==> src/rtl/fwd_pkg.sv <==
package fwd_pkg;
  typedef enum logic [1:0] {
    SRC_RF    = 2'b00,
    SRC_MEMWB = 2'b01,
    SRC_EXMEM = 2'b10
  } fwd_src_e;
endpackage

==> src/rtl/fwd_src_pick.sv <==
// One operand: compare a decode source against the two destinations that
// will sit in EX/MEM and MEM/WB once the instruction reaches execute.
module fwd_src_pick
  import fwd_pkg::*;
#(
  parameter int RW = 5
) (
  input  logic [RW-1:0] src_rs,
  input  logic          src_use,
  input  logic [RW-1:0] near_rd,
  input  logic          near_wen,
  input  logic [RW-1:0] far_rd,
  input  logic          far_wen,
  output fwd_src_e      src_sel
);
  logic near_hit, far_hit;

  assign near_hit = src_use && near_wen && (near_rd != '0) && (near_rd == src_rs);
  assign far_hit  = src_use && far_wen  && (far_rd  != '0) && (far_rd  == src_rs);

  always_comb begin
    if (near_hit)     src_sel = SRC_EXMEM;
    else if (far_hit) src_sel = SRC_MEMWB;
    else              src_sel = SRC_RF;
  end
endmodule

==> src/rtl/hzd_load_detect.sv <==
// Load-use detection against the instruction in ID/EX.
module hzd_load_detect #(
  parameter int RW = 5
) (
  input  logic [RW-1:0] rs1,
  input  logic [RW-1:0] rs2,
  input  logic          use1,
  input  logic          use2,
  input  logic          is_store,
  input  logic [RW-1:0] ld_rd,
  input  logic          ld_wen,
  input  logic          ld_is_load,
  output logic          stall,
  output logic          st_late
);
  logic ld_live, hit1, hit2;

  assign ld_live = ld_is_load && ld_wen && (ld_rd != '0);
  assign hit1    = use1 && (rs1 == ld_rd);
  assign hit2    = use2 && (rs2 == ld_rd);

  // store data needed only at MEM: no stall, fix it late instead
  assign stall   = ld_live && (hit1 || (hit2 && !is_store));
  assign st_late = ld_live && hit2 && is_store && !hit1;
endmodule

==> src/rtl/fwd_hazard_unit.sv <==
module fwd_hazard_unit
  import fwd_pkg::*;
#(
  parameter int REG_ADDR_W = 5
) (
  input  logic                  clk,
  input  logic                  rst,
  input  logic [REG_ADDR_W-1:0] id_rs1,
  input  logic [REG_ADDR_W-1:0] id_rs2,
  input  logic                  id_use_rs1,
  input  logic                  id_use_rs2,
  input  logic                  id_is_store,
  input  logic [REG_ADDR_W-1:0] idex_rd,
  input  logic                  idex_wen,
  input  logic                  idex_load,
  input  logic [REG_ADDR_W-1:0] exmem_rd,
  input  logic                  exmem_wen,
  output logic                  stall_o,
  output logic                  bubble_o,
  output logic [1:0]            ex_sel_a,
  output logic [1:0]            ex_sel_b,
  output logic                  mem_st_fix
);
  localparam int NSRC = 2;

  logic [NSRC-1:0][REG_ADDR_W-1:0] src_rs;
  logic [NSRC-1:0]                 src_use;
  fwd_src_e                        src_sel [NSRC];
  logic [NSRC-1:0][1:0]            sel_q;
  logic                            st_late;
  logic                            stfix_ex_q;

  assign src_rs[0]  = id_rs1;
  assign src_rs[1]  = id_rs2;
  assign src_use[0] = id_use_rs1;
  assign src_use[1] = id_use_rs2;

  // ID/EX becomes EX/MEM and EX/MEM becomes MEM/WB on the next edge
  for (genvar gi = 0; gi < NSRC; gi++) begin : g_src
    fwd_src_pick #(.RW(REG_ADDR_W)) pick_i (
      .src_rs  (src_rs[gi]),
      .src_use (src_use[gi]),
      .near_rd (idex_rd),
      .near_wen(idex_wen),
      .far_rd  (exmem_rd),
      .far_wen (exmem_wen),
      .src_sel (src_sel[gi])
    );
  end

  hzd_load_detect #(.RW(REG_ADDR_W)) ld_i (
    .rs1       (id_rs1),
    .rs2       (id_rs2),
    .use1      (id_use_rs1),
    .use2      (id_use_rs2),
    .is_store  (id_is_store),
    .ld_rd     (idex_rd),
    .ld_wen    (idex_wen),
    .ld_is_load(idex_load),
    .stall     (stall_o),
    .st_late   (st_late)
  );

  always_ff @(posedge clk) begin
    if (rst) begin
      sel_q      <= '0;
      bubble_o   <= 1'b0;
      stfix_ex_q <= 1'b0;
      mem_st_fix <= 1'b0;
    end else begin
      mem_st_fix <= stfix_ex_q;
      if (stall_o) begin
        sel_q      <= '0;
        bubble_o   <= 1'b1;
        stfix_ex_q <= 1'b0;
      end else begin
        for (int i = 0; i < NSRC; i++) sel_q[i] <= src_sel[i];
        bubble_o   <= 1'b0;
        stfix_ex_q <= st_late;
      end
    end
  end

  assign ex_sel_a = sel_q[0];
  assign ex_sel_b = sel_q[1];
endmodule

==> config.mk <==
export PLATFORM = sky130hd
export DESIGN_NAME = fwd_hazard_unit
export DESIGN_NICKNAME = d
export VERILOG_FILES = /design/src/rtl/fwd_pkg.sv /design/src/rtl/fwd_src_pick.sv /design/src/rtl/hzd_load_detect.sv /design/src/rtl/fwd_hazard_unit.sv
export SDC_FILE = /design/constraint.sdc
export NUM_CORES = 1
export LEC_CHECK = 0
export ABC_AREA = 1
export ABC_CLOCK_PERIOD_IN_PS = 900
export BUFFER_PORTS_ARGS = -buffer_cell sky130_fd_sc_hd__buf_2
export CORE_AREA = 5 5 44 46
export CTS_CLUSTER_DIAMETER = 60
export DETAILED_ROUTE_END_ITERATION = 8
export DIE_AREA = 0 0 49 51
export GPL_ROUTABILITY_DRIVEN = 0
export HOLD_SLACK_MARGIN = 0.08
export PLACE_DENSITY = 0.73
export SETUP_SLACK_MARGIN = 0.2
export SKIP_LAST_GASP = 1
export SLEW_MARGIN = 0
export SYNTH_ARGS = -nofsm -noshare
export SYNTH_HDL_FRONTEND = slang
export SYNTH_SLANG_ARGS = --single-unit
==> constraint.sdc <==
create_clock -name clk -period 0.9 [get_ports clk]
set_input_delay 0.09 -clock clk [delete_from_list [all_inputs] [get_ports clk]]
set_output_delay 0.09 -clock clk [all_outputs]
set_load 0.02 [all_outputs]
; Yosys cells after proc, flatten, opt, wreduce, memory -nomap -nowiden
; Index checks and enable logic that the tools add are counted.
[totals]
register_bits = 7
inputBits = 28
word_cells = 47
[classes]
n_eq_ne = 6
mux = 5
reduce_logical = 29
[ops]
columns = op, count
row1 = $eq 5x5->1, 6
row2 = $logic_and 1x1->1, 21
row3 = $reduce_bool 5->1, 2
row4 = $reduce_or 3->1, 2
row5 = $mux 2, 2
row6 = $mux 1, 3
row7 = $logic_not 1->1, 2
row8 = $reduce_or 2->1, 1
row9 = $logic_or 1x1->1, 1

; Depth between registers and ports, before layout
; Gate-level depths: netlist of the first run.
[depth]
ltp_word = 6
ltp_mapped = 10
depth_no_buf = 10

; Cells and area by module
; Synthesis of the first run repeated with hierarchy kept, for this count alone.
[hier_totals]
hier_cells = 187
hier_area_um2 = 903.4
[modules_own_cells]
columns = module, n_inst, cells_per_inst, area_each_um2
row1 = fwd_src_pick, 2, 57, 234.0
row2 = hzd_load_detect, 1, 50, 232.7
row3 = fwd_hazard_unit, 1, 23, 202.7

; Worst setup path after synthesis of the first run
; Ideal clock, no wire load.
[synth_timing]
path_type = input-to-output
startpoint = input port id_rs2[1]
endpoint = output port stall_o
arrival_ps = 773
t_required_ps = 810
setup_slack_ps = 37
path_stages = 8
n_path_buf = 0
path_cell_list = inv_1 > a21oi_1 > nand2_1 > nor2_2 > nand3_1 > nand2_1 > nand2_2 > inv_1
[synth_between]
elab_chain_cells = 5
[synth_rtl]
columns = element, line_no
row1 = from (decl), fwd_hazard_unit.sv:9  ; input logic [REG_ADDR_W-1:0] id_rs2,
row2 = $eq 5x5->1, hzd_load_detect.sv:20  ; assign hit2 = use2 && (rs2 == ld_rd);
row3 = $logic_and 1x1->1, hzd_load_detect.sv:20
row4 = $logic_and 1x1->1, hzd_load_detect.sv:23  ; assign stall = ld_live && (hit1 || (hit2 && !is_store));
row5 = $logic_or 1x1->1, hzd_load_detect.sv:23
row6 = $logic_and 1x1->1, hzd_load_detect.sv:23
row7 = to (decl), fwd_hazard_unit.sv:18  ; output logic stall_o,
; Every way passes these cells.

; Final worst setup path of the first run
[layout_timing]
startpoint = input port idex_rd[3]
endpoint = output port stall_o
[layout_between]
elab_chain_cells = 5
word_cells_on_any_way = 9
cone_classes = eq/ne: 2 / reduce/logical: 7
[layout_rtl]
columns = element, line_no
row1 = from (decl), fwd_hazard_unit.sv:13  ; input logic [REG_ADDR_W-1:0] idex_rd,
row2 = $eq 5x5->1, hzd_load_detect.sv:20
row3 = $logic_and 1x1->1, hzd_load_detect.sv:20
row4 = $logic_and 1x1->1, hzd_load_detect.sv:23
row5 = $logic_or 1x1->1, hzd_load_detect.sv:23
row6 = $logic_and 1x1->1 (*), hzd_load_detect.sv:23
; Mark *: on every way between the ends. The rest lies on a longest branch, timed or not.

==> results.yml, run 1 <==
min_path:
  hold_start: "rst"
  whs_path_depth: 4
  min_to: "ex_sel_b[1]$_SDFF_PP0_"
  hold_class: "input port to flop"
critical_path:
  r2r-end: "mem_st_fix$_SDFF_PP0_"
  worstPathMaxFanout: 3
  crit_cells: 8
  crit_buf_inv: 3
  crit_path_cell_trace: "buf_6, xor2_1, nor2_1, nand3_2, nand2_2, nand2_2, inv_2, buf_6"
  crit_family: "simple AND/OR/NAND/NOR gates"
  cp-end-kind: "output pin"
  r2r-start: "stfix_ex_q$_SDFF_PP0_"
  ff2ff_setup_slack_ns: 0.43
  reg2reg_depth: 2
  cp.arrival_ns: 0.99
  required_ns: 0.81
  critPathKind: "input port to output pin"
  critPathLaunchType: "input port"
  slowest_delay_ns: 0.19
  slowest_stage: "nor2_1"
sta:
  final.min_clock_period_ns: 1.08
  slew_headroom: 0.861
  finalCritPeriodShare: 1.20
  rsz0062_at_grt: "true"
  fmax_mhz: 928
  worst_pin_slew_ns: 0.207
  finClkSkew_ns: 0.000139
  slew_violations: 0
  final_hold_viol_count: 0
  finalSetupViolations: 7
  holdWs_ns: 0.142
  setup_slack_ns: -0.178
floorplanning:
  num_rows: 14
  fp.dieW_um: 49
  start_util: 0.397
  dieHeight_um: 51
  ioPinCount: 35
  core-area_mm2: 0.00147
  die-area_mm2: 0.00250
placed_design:
  placed_area_um2: 887
  place_hpwl_mm: 1.52
  portBuffers: 34
logic_synthesis:
  synth_nets: 130
  yosysWarnings: 0
  avgSynthCellArea_um2: 5.73
  netlist_area_um2: 584
  synth_cell_types: 20
  synth_seq_cells: 7
  syn_inst: 102
  yosysSeqAreaShare: 0.240
layout:
  drive_gt1_frac: 0.530
  ff_latch_area_um2: 148
  area_delta_synth_final_pct: 94.2
  nets: 193
  multi_input_area_um2: 420
  final_util: 0.771
  fill_cells: 112
  antennaDiodeCount: 0
  layout_common_cells: "nand2_1 (25), buf_4 (22), buf_2 (20)"
  final_common_cell: "nand2_1"
  design_area_mm2: 0.00113
routing:
  ant_nets: 0
  drt-pass1-iter-count: 4
  wl_per_cell_um: 12.5
  drcViolationCount: 0
  via_per_inst: 4.90
  dr_total_vias: 882
  drt-initial-drc-count: 13
  wl_mm: 2.25
cts:
  root_buffer: "clkbuf_4"
  cts_sinks: 7
  cts_buffers: 3
  cts_tree: "built"
  h-tree-depth: 1
  worstSkewPairLatency_ns: 0.26
  clk_pin_slew_worst_paths_ns: 0.05
  cts_buffer_depth: 2
power:
  vdd_ir_drop_max_mv: 0.425
  power_frac_clock: 0.305
  p_leak_uw: 0.000602
  p_per_area_mw_per_mm2: 840
  swShare: 0.306
  p_seq_frac: 0.328
  combPwrFrac: 0.368
  power.internal_uw: 662
  switching_power_uw: 291
global_route:
  antenna_found_initial: 0
  grt_use_met3: 0.0291
  use_met2: 0.324
  grt_max_degree: 6
  use_met1: 0.146
  globalRouteOverflowTotal: 0
  grt_pass1_wl_mm: 3.15
  top_usage_layer: "met2"
  grt_util_all_layers: 0.160
  grt_pass1_vias: 834
outcome:
  violations: "negative setup slack"
  outcome: "finished with violations"
flow_run:
  max_cap_viol_count: 0
-- metrics by stage --
step	TNS (ns)	total power [uW]	worst slack, ns	std cells
after floorplan	0	437	0.0650	102
after global placement	-0.952	585	-0.169	167
after detailed placement	-1.27	592	-0.219	167
after CTS	-0.0995	918	-0.0995	177
after global routing	-1.17	1010	-0.196	180
final	-1.07	954	-0.178	180
-- final cells by class --
| cell class | count | area share |
|---|---|---|
| clock buffer | 4 | 0.0232 |
| inverter | 18 | 0.0639 |
| timing repair buffer | 58 | 0.395 |
| tap | 16 | 0.0176 |
| multi-input combinational | 77 | 0.370 |
| sequential | 7 | 0.130 |
-- metal layers --
metal  wire length (um)  vias to the layer above
li1                   -                      444
met3                123                       11
met4                 96                        0
met5                  0                        -
met1                756                      392
met2               1280                       35
-- worst reg2reg max path, delay by kind of cell (launching register included) --
kind	cells	cell delay, ns
flip-flops	1	0.29
buffers and inverters	1	0.04
AND/OR/NAND/NOR	1	0.03
-- timing repair --
item	in CTS	in global routing
setup buffers	5	3
endpoints found under the setup margin	13	13
pin swaps	12	15
resized for setup	31	21
hold buffers	1	0
endpoints found under the hold margin	2	0
-- power groups by stage --
stage	logic (uW)	registers, uW	clock network, uW
5_1_grt	384	312	315
3_5_place_dp	273	318	0
4_1_cts	312	313	293
2_1_floorplan	117	320	0
6_report	351	313	291
3_3_place_gp	267	318	0
-- registers in the layout (all words and copies together), names as in the netlist --
| register | count |
|---|---|
| mem_st_fix | 1 |
| stfix_ex_q | 1 |
| ex_sel_a | 2 |
| ex_sel_b | 2 |
| bubble_o | 1 |
-- worst max-delay path by stage --
stage | start | end
floorplan | idex_rd[3] | ex_sel_a[0]$_SDFF_PP0_
global placement | id_rs1[3] | stall_o
detailed placement | idex_rd[3] | stall_o
CTS | id_rs2[1] | stall_o
global route | id_rs1[0] | ex_sel_a[1]$_SDFF_PP0_
finish | idex_rd[3] | stall_o
-- synth_stat cells --
master,instances,area share
a21oi_1,2,0.017
and3_1,1,0.011
dfxtp_1,7,0.24
inv_1,18,0.12
nand2_1,26,0.17
nand2_2,1,0.011
nand2_4,1,0.019
nand3_1,6,0.051
nand3_2,1,0.017
nand4_1,3,0.032
nor2_1,18,0.12
nor2_2,1,0.011
nor3_1,2,0.017
o211ai_1,1,0.013
o21ai_0,3,0.026
o21ai_1,1,0.0086
o22ai_1,3,0.032
or2_0,1,0.011
or2_1,1,0.011
xor2_1,5,0.075
-- cells by family after synthesis --
group	after synthesis	synth area share
simple gates	62	0.473
buf+inv	18	0.116
compound gates	10	0.0964
flops	7	0.240
xor+xnor	5	0.0749
Power figures use the tool's default switching activity.
==> inputs of run 2 (changes only) <==
Settings changed: REMOVE_ABC_BUFFERS set to 1.
==> run 2 against run 1 <==
  * The run still ends with negative setup slack left
  * Critical endpoint unchanged
  * Highest routed layer unchanged
  * Cell area fell by 5.8%
  * Register-to-register slack got worse by 0.07 ns
  * Hold slack worse by 0.12 ns
==> results.yml, run 2 (synthesis gave the netlist of run 1 again) <==
sta:
  rsz0062_at_grt: "true"
  finalSetupViolations: 1
  final.min_clock_period_ns: 0.997
  setup_slack_ns: -0.0970
  setup_tns_ns: -0.0970
  slew_headroom: 0.828
  worst_pin_slew_ns: 0.257
  fmax_mhz: 1000
  final_hold_viol_count: 0
  slew_violations: 0
  finClkSkew_ns: 0.00337
  holdWs_ns: 0.0262
  finalCritPeriodShare: 1.11
global_route:
  antenna_found_initial: 0
  grt_util_all_layers: 0.167
  grt_max_degree: 6
  grt_pass1_wl_mm: 3.28
  grt_pass1_vias: 815
  globalRouteOverflowTotal: 0
layout:
  antennaDiodeCount: 0
  layout_common_cells: "nand2_1 (23), buf_4 (20), buf_2 (19)"
  drive_gt1_frac: 0.513
  final_common_cell: "nand2_1"
  nets: 187
  area_delta_synth_final_pct: 82.9
  design_area_mm2: 0.00107
critical_path:
  crit_end: "stall_o"
  slowest_delay_ns: 0.16
  crit_cells: 8
  crit_family: "simple AND/OR/NAND/NOR gates"
  cp.arrival_ns: 0.91
  critPathLaunchType: "input port"
  critPathKind: "input port to output pin"
  required_ns: 0.81
  crit_path_cell_trace: "buf_2, xor2_1, nor2_1, nand3_1, nand2_2, nand2_2, inv_2, buf_6"
  r2r-end: "mem_st_fix$_SDFF_PP0_"
  worstSetupStartpoint: "id_rs2[3]"
  ff2ff_setup_slack_ns: 0.36
  reg2reg_depth: 2
  worstPathMaxFanout: 2
  slowest_stage: "xor2_1"
  cp-end-kind: "output pin"
  crit_buf_inv: 3
  crit_top_cell: "nand2_2"
  r2r-start: "stfix_ex_q$_SDFF_PP0_"
floorplanning:
  ioPinCount: 35
  core-area_mm2: 0.00147
  dieHeight_um: 51
  die-area_mm2: 0.00250
  fp.dieW_um: 49
  num_rows: 14
  start_util: 0.397
routing:
  wl_mm: 2.14
  drt-initial-drc-count: 29
  dr_total_vias: 851
  wl_per_cell_um: 12.3
  drcViolationCount: 0
  via_per_inst: 4.89
  drt-pass1-iter-count: 4
  ant_nets: 0
cts:
  worstSkewPairLatency_ns: 0.26
  cts_buffers: 3
  cts_tree: "built"
  holdBufCountCts: 1
  cts_sinks: 7
  clk_pin_slew_worst_paths_ns: 0.05
  root_buffer: "clkbuf_4"
  h-tree-depth: 1
  cts_buffer_depth: 2
placed_design:
  placed_area_um2: 872
  portBuffers: 34
  dp_slack_ns: -0.215
  place_hpwl_mm: 1.49
power:
  p_leak_uw: 0.000575
  power_uw: 935
  p_per_area_mw_per_mm2: 875
  vdd_ir_drop_max_mv: 0.400
min_path:
  hold_class: "input port to flop"
flow_run:
  max_cap_viol_count: 0
outcome:
  violations: "negative setup slack"
  outcome: "finished with violations"
-- run 2: where the power goes --
part	internal, uW	switching (uW)
clock network	163	130
logic	170	160
registers	311	0.662
-- run 2: area by class of cell --
| class | count | area (um^2) |
|---|---|---|
| timing repair buffer | 52 | 395 |
| clock inverter | 1 | 5.00 |
| inverter | 18 | 70.1 |
| tap | 16 | 20.0 |
| fill | 120 | 403 |
| sequential | 7 | 148 |
| clock buffer | 3 | 22.5 |
| multi-input combinational | 77 | 408 |
-- run 2: repair_timing --
action / in CTS / in global routing
setup buffers: 5 / 0
endpoints found under the setup margin: 13 / 14
endpoints found under the hold margin: 2 / 2
pin swaps: 11 / 13
resized for setup: 34 / 16
-- run 2: how the worst min path moves through the flow --
stage	from	to	slack (ns)	cells past startpoint
final	rst	bubble_o$_SDFF_PP0_	0.03	2
after global routing	rst	bubble_o$_SDFF_PP0_	0.02	2
after CTS	rst	ex_sel_a[1]$_SDFF_PP0_	0.13	4
after detailed placement	rst	mem_st_fix$_SDFF_PP0_	0.28	2
after global placement	rst	mem_st_fix$_SDFF_PP0_	0.28	2
after floorplan	rst	mem_st_fix$_SDFF_PP0_	0.16	1
-- run 2: layer usage --
metal  global-route usage  up-vias  routed length (um)
li1                     -      432                   -
met1                0.180      376                 788
met2                0.311       39                1160
met3               0.0320        4                 140
met4               0.0807        0                  49
met5                    0        -                   0
-- run 2: per-stage QoR --
| step | utilization | instances |
|---|---|---|
| floorplan | - | 102 |
| global placement | 0.593 | 165 |
| detailed placement | 0.593 | 165 |
| CTS | 0.705 | 175 |
| global route | 0.726 | 174 |
| finish | 0.726 | 174 |
==> inputs of run 3 (changes only) <==
Settings changed: GPL_TIMING_DRIVEN set to 0.
==> run 3 against run 2 <==
  * The flow still finishes with violations (negative setup slack)
  * Combinational power barely moved
  * Count of clock-buffer cells in the layout is 1 higher
  * Global-route usage decreased by 2.4 points
  * Die area is the same
  * Via count down 4.3%
  * Core utilization grew 0.68 points
  * First-iteration DRC count decreased by 31%
  * Critical endpoint unchanged
  * Largest power group unchanged
==> results.yml, run 3 (synthesis gave the netlist of run 1 again) <==
min_path:
  hold_class: "input port to flop"
critical_path:
  crit_buf_inv: 4
  critPathKind: "input port to output pin"
  slowest_delay_ns: 0.14
  crit_family: "simple AND/OR/NAND/NOR gates"
  crit_path_cell_trace: "buf_8, inv_2, nand2_2, nand3_1, nor2_2, nand3_1, nand2_1, nand2_2, inv_2, buf_6"
  slowest_stage: "nor2_2"
  r2r-end: "mem_st_fix$_SDFF_PP0_"
  critPathLaunchType: "input port"
  worstSetupStartpoint: "idex_rd[2]"
  required_ns: 0.81
  cp-end-kind: "output pin"
  reg2reg_depth: 2
  ff2ff_setup_slack_ns: 0.42
  crit_cells: 10
  cp.arrival_ns: 0.89
  r2r-start: "stfix_ex_q$_SDFF_PP0_"
  crit_end: "stall_o"
  worstPathMaxFanout: 4
global_route:
  grt_pass1_wl_mm: 2.88
  grt_pass1_vias: 714
  grt_max_degree: 6
  globalRouteOverflowTotal: 0
  grt_util_all_layers: 0.143
  antenna_found_initial: 0
sta:
  final.min_clock_period_ns: 0.979
  finClkSkew_ns: 0.0000395
  slew_headroom: 0.838
  finalCritPeriodShare: 1.09
  fmax_mhz: 1020
  worst_pin_slew_ns: 0.240
  finalSetupViolations: 6
  setup_tns_ns: -0.374
  final_hold_viol_count: 0
  rsz0062_at_grt: "true"
  setup_slack_ns: -0.0794
  slew_violations: 0
routing:
  via_per_inst: 4.87
  wl_per_cell_um: 11.7
  ant_nets: 0
  m1WireLength_um: 735
  top_layer_used: "met3"
  dr_total_vias: 814
  drcViolationCount: 0
  wl_met2_mm: 1.12
  drt-pass1-iter-count: 4
  wl_met3_um: 104
  wl_mm: 1.96
  drt-initial-drc-count: 20
floorplanning:
  fp.dieW_um: 49
  num_rows: 14
  ioPinCount: 35
  start_util: 0.397
  core-area_mm2: 0.00147
  die-area_mm2: 0.00250
  dieHeight_um: 51
layout:
  final_common_cell: "nand2_1"
  design_area_mm2: 0.00108
  area_delta_synth_final_pct: 84.6
  nets: 180
  drive_gt1_frac: 0.530
  layout_common_cells: "nand2_1 (23), buf_2 (17), buf_6 (16)"
  antennaDiodeCount: 0
  finalNonFillerCells: 167
placed_design:
  portBuffers: 34
  place_inst: 152
  placed_area_um2: 774
  place_hpwl_mm: 1.32
cts:
  h-tree-depth: 1
  clk_pin_slew_worst_paths_ns: 0.05
  cts_buffers: 3
  worstSkewPairLatency_ns: 0.25
  cts_tree: "built"
  cts_buffer_depth: 2
  root_buffer: "clkbuf_4"
  cts_sinks: 7
power:
  vdd_ir_drop_max_mv: 0.377
  p_per_area_mw_per_mm2: 861
  p_leak_uw: 0.000546
outcome:
  violations: "negative setup slack"
  outcome: "finished with violations"
flow_run:
  max_cap_viol_count: 0
## run 3: changes by cell type in the layout (fill, tap and decap cells not counted), moves of 3 or more
cell / previous run / this run
nor2_1: 17 / 14
buf_6: 12 / 16
buf_4: 20 / 9
inv_1: 11 / 7
## run 3: final cells by class
class | instances | area, um^2
clock buffers | 4 | 26.3
fillers | 107 | 393
flip-flops and latches | 7 | 148
inverters | 18 | 75.1
well taps | 16 | 20.0
multi-input cells | 77 | 437
repair buffers | 45 | 373
## run 3: worst min-delay path, cell delays in order
cell and delay, ns:
buf_2 0.11, nand4_1 0.12, nor2_1 0.05
## run 3: what timing repair did
item	4_1_cts	5_1_grt
setup endpoints to repair	13	13
resized for setup	40	28
hold buffers	1	0
pin swaps	14	14
hold endpoints to repair	2	0
buffers inserted	8	2
## run 3: power by group
group / switching (uW) / total [uW] / internal, uW
Clock: 117 / 286 / 169
Sequential: 0.636 / 312 / 312
Combinational: 163 / 330 / 167
Total: 280 / 929 / 648
## run 3: worst min-delay path by stage
| stage | start | endpoint | slack, ns | cells after the start |
|---|---|---|---|---|
| global placement | rst | mem_st_fix$_SDFF_PP0_ | 0.28 | 2 |
| floorplan | rst | mem_st_fix$_SDFF_PP0_ | 0.16 | 1 |
| finish | idex_wen | ex_sel_b[1]$_SDFF_PP0_ | 0.17 | 3 |
| global route | rst | ex_sel_a[0]$_SDFF_PP0_ | 0.17 | 4 |
| detailed placement | rst | mem_st_fix$_SDFF_PP0_ | 0.28 | 2 |
| CTS | rst | ex_sel_a[1]$_SDFF_PP0_ | 0.14 | 4 |
## run 3: through the flow
| stage | worst slack [ns] | util | hold WS, ns | total power (uW) |
|---|---|---|---|---|
| after global routing | -0.133 | 0.733 | 0.175 | 994 |
| after global placement | -0.200 | 0.526 | 0.276 | 539 |
| after CTS | -0.0709 | 0.666 | 0.139 | 867 |
| after floorplan | 0.0366 | - | 0.161 | 436 |
| after detailed placement | -0.206 | 0.526 | 0.281 | 542 |
| final | -0.0794 | 0.733 | 0.172 | 929 |
## run 3: per-layer routing
metal	vias to the layer above	track usage
li1	420	-
met1	369	0.160
met2	25	0.272
met3	0	0.0203
met4	0	0.0538
met5	-	0
